File: config.mk
export PLATFORM = sky130hd
export DESIGN_NAME = smb_notify_rx
export DESIGN_NICKNAME = d
export VERILOG_FILES = /design/src/rtl/smb_notify_pkg.sv /design/src/rtl/smb_glitch_filter.sv /design/src/rtl/smb_bus_events.sv /design/src/rtl/smb_notify_core.sv /design/src/rtl/smb_notify_rx.sv
export SDC_FILE = /design/constraint.sdc
export NUM_CORES = 1
export LEC_CHECK = 0
export BUFFER_PORTS_ARGS = -buffer_cell sky130_fd_sc_hd__buf_2
export CORE_MARGIN = 3
export CORE_UTILIZATION = 50
export DETAILED_ROUTE_END_ITERATION = 16
export HOLD_SLACK_MARGIN = 0.03
export PLACE_DENSITY = 0.72
export SLEW_MARGIN = 10
export SYNTH_ARGS = -nofsm -noshare
export SYNTH_HDL_FRONTEND = slang
export SYNTH_SLANG_ARGS = --single-unit
File: constraint.sdc
create_clock -name clk -period 3.35 [get_ports clk]
set_input_delay 0.67 -clock clk [delete_from_list [all_inputs] [get_ports clk]]
set_output_delay 0.67 -clock clk [all_outputs]
set_load 0.01 [all_outputs]
File: src/rtl/smb_notify_pkg.sv
package smb_notify_pkg;
  localparam int ADDR_W   = 7;
  localparam int BYTE_W   = 8;
  localparam int BITCNT_W = 4;
  localparam int BIDX_W   = 3;
  localparam logic [4:0] TEN_BIT_TAG = 5'b11110;

  typedef enum logic [1:0] {
    PH_IDLE,
    PH_BITS,
    PH_ACK
  } phase_e;

  function automatic logic is_ten_bit(input logic [ADDR_W-1:0] a);
    return a[ADDR_W-1:ADDR_W-5] == TEN_BIT_TAG;
  endfunction
endpackage

File: src/rtl/smb_glitch_filter.sv
module smb_glitch_filter #(
  parameter int SYNC_STAGES = 2,
  parameter int TAPS        = 3
) (
  input  logic clk,
  input  logic rst_n,
  input  logic raw,
  output logic clean
);
  localparam int CNT_W = $clog2(TAPS + 1);

  logic [SYNC_STAGES-1:0] sync_q;
  logic [TAPS-1:0]        hist_q;
  logic [CNT_W-1:0]       ones;
  logic                   vote;

  always_comb begin
    ones = '0;
    for (int i = 0; i < TAPS; i++) ones = ones + CNT_W'(hist_q[i]);
    vote = ones > CNT_W'(TAPS / 2);
  end

  always_ff @(posedge clk or negedge rst_n) begin
    if (!rst_n) begin
      sync_q <= '1;
      hist_q <= '1;
      clean  <= 1'b1;
    end else begin
      sync_q <= {sync_q[SYNC_STAGES-2:0], raw};
      hist_q <= {hist_q[TAPS-2:0], sync_q[SYNC_STAGES-1]};
      clean  <= vote;
    end
  end
endmodule

File: src/rtl/smb_bus_events.sv
module smb_bus_events (
  input  logic clk,
  input  logic rst_n,
  input  logic scl_f,
  input  logic sda_f,
  output logic start_evt,
  output logic stop_evt,
  output logic scl_rise,
  output logic scl_fall
);
  logic scl_q, sda_q;

  always_ff @(posedge clk or negedge rst_n) begin
    if (!rst_n) begin
      scl_q <= 1'b1;
      sda_q <= 1'b1;
    end else begin
      scl_q <= scl_f;
      sda_q <= sda_f;
    end
  end

  assign start_evt = scl_f & scl_q & sda_q & ~sda_f;
  assign stop_evt  = scl_f & scl_q & ~sda_q & sda_f;
  assign scl_rise  = scl_f & ~scl_q;
  assign scl_fall  = ~scl_f & scl_q;
endmodule

File: src/rtl/smb_notify_core.sv
module smb_notify_core
  import smb_notify_pkg::*;
(
  input  logic              clk,
  input  logic              rst_n,
  input  logic              sda_f,
  input  logic              start_evt,
  input  logic              stop_evt,
  input  logic              scl_rise,
  input  logic              scl_fall,
  input  logic [ADDR_W-1:0] hs_addr,
  input  logic [ADDR_W-1:0] snoop_addr,
  input  logic              hs_sts_clr,
  input  logic              snp_sts_clr,
  output logic              sda_drive_low,
  output logic [ADDR_W-1:0] cap_dev_addr,
  output logic              cap_cmd_lsb,
  output logic [BYTE_W-1:0] cap_ext_byte,
  output logic [2*BYTE_W-1:0] cap_data,
  output logic              hs_sts,
  output logic              snp_sts
);
  phase_e               phase;
  logic [BITCNT_W-1:0]  bit_cnt;
  logic [BYTE_W-2:0]    shreg;
  logic [BIDX_W-1:0]    byte_idx;
  logic                 claim, snp_hit, ten, got_all, ack_want;
  logic [ADDR_W-1:0]    tmp_dev;
  logic                 tmp_lsb;
  logic [BYTE_W-1:0]    tmp_ext, tmp_lo, tmp_hi;
  logic [BYTE_W-1:0]    rx_byte;
  logic                 byte_done, hs_set, snp_set;

  assign rx_byte   = {shreg, sda_f};
  assign byte_done = (phase == PH_BITS) && scl_rise && (bit_cnt == BITCNT_W'(BYTE_W-1));
  assign hs_set    = stop_evt && claim && got_all;
  assign snp_set   = stop_evt && snp_hit && (snoop_addr != hs_addr);

  // bit engine and transfer tracking
  always_ff @(posedge clk or negedge rst_n) begin
    if (!rst_n) begin
      phase         <= PH_IDLE;
      bit_cnt       <= '0;
      shreg         <= '0;
      byte_idx      <= '0;
      claim         <= 1'b0;
      snp_hit       <= 1'b0;
      ten           <= 1'b0;
      got_all       <= 1'b0;
      ack_want      <= 1'b0;
      sda_drive_low <= 1'b0;
    end else if (start_evt) begin
      phase         <= PH_BITS;
      bit_cnt       <= '0;
      byte_idx      <= '0;
      claim         <= 1'b0;
      snp_hit       <= 1'b0;
      ten           <= 1'b0;
      got_all       <= 1'b0;
      ack_want      <= 1'b0;
      sda_drive_low <= 1'b0;
    end else if (stop_evt) begin
      phase         <= PH_IDLE;
      claim         <= 1'b0;
      snp_hit       <= 1'b0;
      got_all       <= 1'b0;
      ack_want      <= 1'b0;
      sda_drive_low <= 1'b0;
    end else begin
      case (phase)
        PH_BITS: begin
          if (scl_rise && bit_cnt < BITCNT_W'(BYTE_W)) begin
            shreg   <= rx_byte[BYTE_W-2:0];
            bit_cnt <= bit_cnt + 1'b1;
          end else if (scl_fall && bit_cnt == BITCNT_W'(BYTE_W)) begin
            phase         <= PH_ACK;
            sda_drive_low <= ack_want;
          end
          if (byte_done) begin
            if (byte_idx != BIDX_W'(5)) byte_idx <= byte_idx + 1'b1;
            if (byte_idx == '0) begin
              claim    <= (rx_byte[BYTE_W-1:1] == hs_addr) && !rx_byte[0];
              ack_want <= (rx_byte[BYTE_W-1:1] == hs_addr) && !rx_byte[0];
              snp_hit  <= (rx_byte[BYTE_W-1:1] == snoop_addr);
            end else begin
              ack_want <= claim && !got_all;
              if (claim && !got_all) begin
                case (byte_idx)
                  BIDX_W'(1): begin
                    tmp_dev <= rx_byte[BYTE_W-1:1];
                    tmp_lsb <= rx_byte[0];
                    ten     <= is_ten_bit(rx_byte[BYTE_W-1:1]);
                  end
                  BIDX_W'(2): begin
                    if (ten) tmp_ext <= rx_byte;
                    else     tmp_lo  <= rx_byte;
                  end
                  BIDX_W'(3): begin
                    if (ten) tmp_lo <= rx_byte;
                    else begin
                      tmp_hi  <= rx_byte;
                      got_all <= 1'b1;
                    end
                  end
                  default: begin
                    tmp_hi  <= rx_byte;
                    got_all <= 1'b1;
                  end
                endcase
              end
            end
          end
        end
        PH_ACK: begin
          if (scl_fall) begin
            sda_drive_low <= 1'b0;
            bit_cnt       <= '0;
            phase         <= PH_BITS;
          end
        end
        default: ;
      endcase
    end
  end

  // committed capture fields and sticky flags
  always_ff @(posedge clk or negedge rst_n) begin
    if (!rst_n) begin
      cap_dev_addr <= '0;
      cap_cmd_lsb  <= 1'b0;
      cap_ext_byte <= '0;
      cap_data     <= '0;
      hs_sts       <= 1'b0;
      snp_sts      <= 1'b0;
    end else begin
      if (hs_set) begin
        cap_dev_addr <= tmp_dev;
        cap_cmd_lsb  <= tmp_lsb;
        cap_data     <= {tmp_hi, tmp_lo};
        if (ten) cap_ext_byte <= tmp_ext;
      end
      hs_sts  <= hs_set  | (hs_sts  & ~hs_sts_clr);
      snp_sts <= snp_set | (snp_sts & ~snp_sts_clr);
    end
  end


  ack_claim_chk: assert property (@(posedge clk) disable iff (!rst_n)
    sda_drive_low |-> claim);

  ack_slot_chk: assert property (@(posedge clk) disable iff (!rst_n)
    sda_drive_low |-> phase == PH_ACK);

  hs_set_chk: assert property (@(posedge clk) disable iff (!rst_n)
    $rose(hs_sts) |-> $past(stop_evt));

  cap_hold_chk: assert property (@(posedge clk) disable iff (!rst_n)
    !$past(stop_evt) |-> $stable(cap_data) && $stable(cap_dev_addr));

  snp_set_chk: assert property (@(posedge clk) disable iff (!rst_n)
    $rose(snp_sts) |-> $past(stop_evt));

  sts_clear_chk: assert property (@(posedge clk) disable iff (!rst_n)
    $fell(hs_sts) |-> $past(hs_sts_clr));
endmodule

File: src/rtl/smb_notify_rx.sv
module smb_notify_rx
  import smb_notify_pkg::*;
#(
  parameter int SYNC_STAGES = 2,
  parameter int FILT_TAPS   = 3
) (
  input  logic                clk,
  input  logic                rst_n,
  input  logic                scl_i,
  input  logic                sda_i,
  output logic                sda_drive_low,
  input  logic [ADDR_W-1:0]   hs_addr,
  input  logic [ADDR_W-1:0]   snoop_addr,
  input  logic                hs_sts_clr,
  input  logic                snp_sts_clr,
  output logic [ADDR_W-1:0]   cap_dev_addr,
  output logic                cap_cmd_lsb,
  output logic [BYTE_W-1:0]   cap_ext_byte,
  output logic [2*BYTE_W-1:0] cap_data,
  output logic                hs_sts,
  output logic                snp_sts
);
  localparam int N_LINES = 2;

  logic [N_LINES-1:0] line_raw, line_clean;
  logic start_evt, stop_evt, scl_rise, scl_fall;

  assign line_raw = {scl_i, sda_i};

  for (genvar g = 0; g < N_LINES; g++) begin : g_filt
    smb_glitch_filter #(.SYNC_STAGES(SYNC_STAGES), .TAPS(FILT_TAPS)) u_filt (
      .clk(clk), .rst_n(rst_n), .raw(line_raw[g]), .clean(line_clean[g])
    );
  end

  smb_bus_events u_evt (
    .clk(clk), .rst_n(rst_n),
    .scl_f(line_clean[1]), .sda_f(line_clean[0]),
    .start_evt(start_evt), .stop_evt(stop_evt),
    .scl_rise(scl_rise), .scl_fall(scl_fall)
  );

  smb_notify_core u_core (
    .clk(clk), .rst_n(rst_n), .sda_f(line_clean[0]),
    .start_evt(start_evt), .stop_evt(stop_evt),
    .scl_rise(scl_rise), .scl_fall(scl_fall),
    .hs_addr(hs_addr), .snoop_addr(snoop_addr),
    .hs_sts_clr(hs_sts_clr), .snp_sts_clr(snp_sts_clr),
    .sda_drive_low(sda_drive_low),
    .cap_dev_addr(cap_dev_addr), .cap_cmd_lsb(cap_cmd_lsb),
    .cap_ext_byte(cap_ext_byte), .cap_data(cap_data),
    .hs_sts(hs_sts), .snp_sts(snp_sts)
  );
endmodule

==> flow_summary_export.csv <==
group,metric,value,unit
outcome,status,"completed",
pwr,p_int,0.00187,W
critical_path,worstPathArrival,2.62,ns
timing,period_minus_slack,2.63,ns
routing,routed_via_density,5.33,
run,drv.max_cap_violation_count,0,
routing,antenna_left,0,
placed_design,place.gp.congestion,0.897,
global_routing,grt_usage,16.6,%
timing,finalSetupViolCount,0,
pwr,clkPwrFrac,25.8,%
timing,fmax,380,MHz
logic_synthesis,netlist_instances,298,
routing,dr_total_vias,2510,
cells_and_area,n_fill_cell,659,
logic_synthesis,synth_warnings,0,
cts,cts-resized-gates,0,
critical_path,cp-end-kind,"flip-flop",
pwr,switchingPower,0.000762,W
logic_synthesis,syn_avg_cell_area,14.7,um^2
logic_synthesis,syn_nets,329,
logic_synthesis,async_flop_share,68.6,%
global_routing,grt_max_degree,71,
global_routing,antenna_found_initial,0,
timing,finalCritPeriodShare,78.6,%
timing,tightest_slew,0.861,ns
cts,clkLatencyLatePin,0.35,ns
timing,fin_worst_skew,0.00870,ns
floorplan,initial_core_util,52.4,%
logic_synthesis,synth_cell_types,51,
critical_path,slowest_stage,"nor2b_1",
critical_path,crit_path_max_incr_delay,0.59,ns
placed_design,place_area,0.00475,mm^2
logic_synthesis,synth_fa_ha_area_share,3.15,%
critical_path,crit_type,"reg -> reg",
worst_hold_path,hold_path_class,"reg -> reg",
cells_and_area,final_nets,392,
placed_design,portBuffers,54,
floorplan,fp.dieW,99.5,um
critical_path,worstPathMaxFanout,11,
timing,slew_violations,0,
routing,avgRoutedWirePerCell,16.8,um
pwr,p_comb_share,16.9,%
cts,htree_levels,3,
cells_and_area,finalNonFillerCells,471,
logic_synthesis,muxShareOfSynthArea,13.1,%
pwr,p_seq_share,57.3,%
critical_path,start_kind,"flip-flop",
cts,cts_hold_buf,0,
routing,first_iter_violations,109,
cells_and_area,drive_gt1_share,35.5,%
cts,cts_buffers,9,
cells_and_area,multi_input_area,0.00154,mm^2
pwr,power_density,536,mW/mm^2
critical_path,cp.buffers_inverters,2,
global_routing,grt_pass1_wl,12700,um
logic_synthesis,yosysSeqAreaShare,62.5,%
pwr,switching_share,28.9,%
routing,wl,7900,um
cells_and_area,register_area,0.00273,mm^2
cts,cts_buffer_depth,2,
logic_synthesis,synth_compound_area_share,4.70,%
timing,fin_setup_tns,0,ns
global_routing,grt_pass1_vias,2484,
critical_path,cp_top_family,"simple AND/OR/NAND/NOR gates",
cts,cts-root-buf,"clkbuf_8",
timing,max-slew-margin-rel,42.6,%
floorplan,ioPinCount,55,
logic_synthesis,synth-edff-count,32,
floorplan,die_area,0.00989,mm^2
placed_design,placedCellCount,455,
cells_and_area,area_growth,12.5,%
logic_synthesis,synth_ff_type,"dfrtp_1",
routing,drc_errors,0,
pwr,p_leak,2.30,nW
logic_synthesis,synth_top_family_by_area,"multiplexers",
floorplan,num_rows,33,
cts,clk_transition_reported_paths,0.09,ns
cells_and_area,fin_area,0.00491,mm^2
floorplan,coreArea,0.00834,mm^2
timing,rsz0062_at_grt,"false",
cts,cts.sinks,102,
logic_synthesis,syn_area,0.00437,mm^2
routing,first_pass_iters,4,
critical_path,path_cells,"inv_1 -> ha_1 -> and4bb_1 -> buf_4 -> and2_1 -> nand4_1 -> nor2b_1",
placed_design,dp_hpwl,5590,um
critical_path,critPathRequiredTime,3.34,ns
cts,post-cts-setup-buffer-count,0,
timing,report.final.hold_viol_count,0,
pwr,ir_worst_vdd,0.000356,V
logic_synthesis,synth_xor_area_share,4.41,%
logic_synthesis,synth-simple-area-share,9.88,%
global_routing,grt_remaining_overflow,0,
cts,cts_tree,"done",
logic_synthesis,synth_seq_cells,102,
floorplan,dieHeight,99.5,um
cells_and_area,antenna_cells,0,
[path summary, 6_finish.rpt]
kind                                                 startpoint  cells past startpoint                                   end  slack, ns
min in group asynchronous                                 rst_n                      2    u_core.cap_ext_byte[7]$_DFFE_PN0P_       0.57
hold / removal             g_filt[0].u_filt.sync_q[1]$_DFF_PN1_                      0  g_filt[0].u_filt.hist_q[0]$_DFF_PN1_       0.36
setup / recovery                    u_core.phase[1]$_DFFE_PN0P_                      7           u_core.tmp_dev[5]$_DFFE_PP_       0.72
setup reg to reg                    u_core.phase[1]$_DFFE_PN0P_                      7           u_core.tmp_dev[5]$_DFFE_PP_       0.72
max in group asynchronous                                 rst_n                      2       u_core.cap_data[15]$_DFFE_PN0P_       2.23
hold reg to reg            g_filt[0].u_filt.sync_q[1]$_DFF_PN1_                      0  g_filt[0].u_filt.hist_q[0]$_DFF_PN1_       0.36
[per-layer routing]
metal	vias up	wire (um)	global-route usage [%]
met5	-	0	0
met4	0	57	4.41
met2	72	3630	26.2
li1	1192	-	-
met3	6	458	4.42
met1	1240	3750	23.0
[cells in the mapped netlist (all sizes together), types with 2 or more instances]
cell / count / area share [%]
a21boi: 2 / 0.34
a21o: 4 / 0.69
a21oi: 6 / 0.69
and2: 5 / 0.72
and3: 3 / 0.54
buf: 5 / 1.1
dfrtp: 56 / 32
dfstp: 14 / 8.4
edfxtp: 32 / 22
ha: 11 / 3.2
inv: 13 / 1.1
mux2: 39 / 12
mux2i: 3 / 0.69
nand2: 14 / 1.6
nand2b: 3 / 0.43
nand3: 9 / 1.0
nand3b: 2 / 0.34
nand4: 5 / 0.72
nor2: 6 / 0.52
nor2b: 3 / 0.43
nor3: 2 / 0.23
nor3b: 2 / 0.34
nor4: 4 / 0.57
nor4b: 2 / 0.40
o211ai: 2 / 0.34
o21ai: 9 / 1.0
or2: 3 / 0.43
or3: 2 / 0.29
xnor2: 4 / 0.80
xor2: 18 / 3.6
[power by group through the flow]
stage / logic [W] / registers, W / clock network [W]
6_report: 0.000444 / 0.00151 / 0.000679
5_1_grt: 0.000501 / 0.00152 / 0.000752
4_1_cts: 0.000450 / 0.00151 / 0.000706
3_5_place_dp: 0.000449 / 0.00154 / 0
3_3_place_gp: 0.000433 / 0.00153 / 0
2_1_floorplan: 0.000338 / 0.00148 / 0
[per-stage QoR]
stage	hold WS, ns	setup WS [ns]	utilization [%]	power [W]
after CTS	0.363	0.705	58.9	0.00267
after floorplan	0.345	1.04	-	0.00182
final	0.362	0.717	58.9	0.00263
after detailed placement	0.347	0.717	56.9	0.00199
after global placement	0.347	0.847	56.9	0.00196
after global routing	0.365	0.576	58.9	0.00278
[cell type report]
| type | instances | share of cell area (%) |
|---|---|---|
| inverter | 13 | 0.993 |
| tap | 105 | 2.67 |
| multi-input combinational | 177 | 31.3 |
| clock buffer | 12 | 2.75 |
| sequential | 102 | 55.5 |
| clock inverter | 4 | 0.636 |
| timing repair buffer | 58 | 6.11 |
[sequential cells by signal (all words and copies together), names as in the netlist, 3 cells and up]
name                  flops
u_core.bit_cnt            4
u_core.cap_ext_byte       8
u_core.shreg              7
u_core.tmp_lo             8
g_filt.u_filt.sync_q      4
u_core.tmp_ext            8
u_core.cap_dev_addr       7
g_filt.u_filt.hist_q      6
u_core.byte_idx           3
u_core.tmp_dev            7
u_core.tmp_hi             8
u_core.cap_data          16
[logic make-up after synthesis]
logic type / after synthesis
flip-flops: 102
AND/OR/NAND/NOR: 71
multiplexers: 42
AO/OA/AOI/OAI: 31
XOR/XNOR: 22
buffers and inverters: 19
adder cells (fa/ha/maj): 11
[cell usage in the layout, fill, tap and decap left out, types with 2 or more instances in the layout]
cell and n:
nor2_1 6, nand4_1 5, o211ai_1 2, o21ai_1 2
inv_1 13, nor4_1 4, edfxtp_1 32, clkbuf_1 3
nand2_1 13, clkinvlp_4 2, and3_1 2, a21o_1 4
ha_1 11, clkbuf_8 9, buf_2 54, nor3b_1 2
xor2_1 18, mux2_2 12, dfrtp_1 56, nand3_1 9
mux2_4 27, nor4b_1 2, nor3_1 2, or2_2 3
buf_4 4, mux2i_1 3, o21ai_0 7, nand3b_1 2
nand2b_1 3, dfstp_2 14, nor2b_1 3, and2_1 5
or3_1 2, xnor2_1 4, a21oi_1 6, a21boi_0 2
Note: power is estimated with default switching activity, not from simulation.
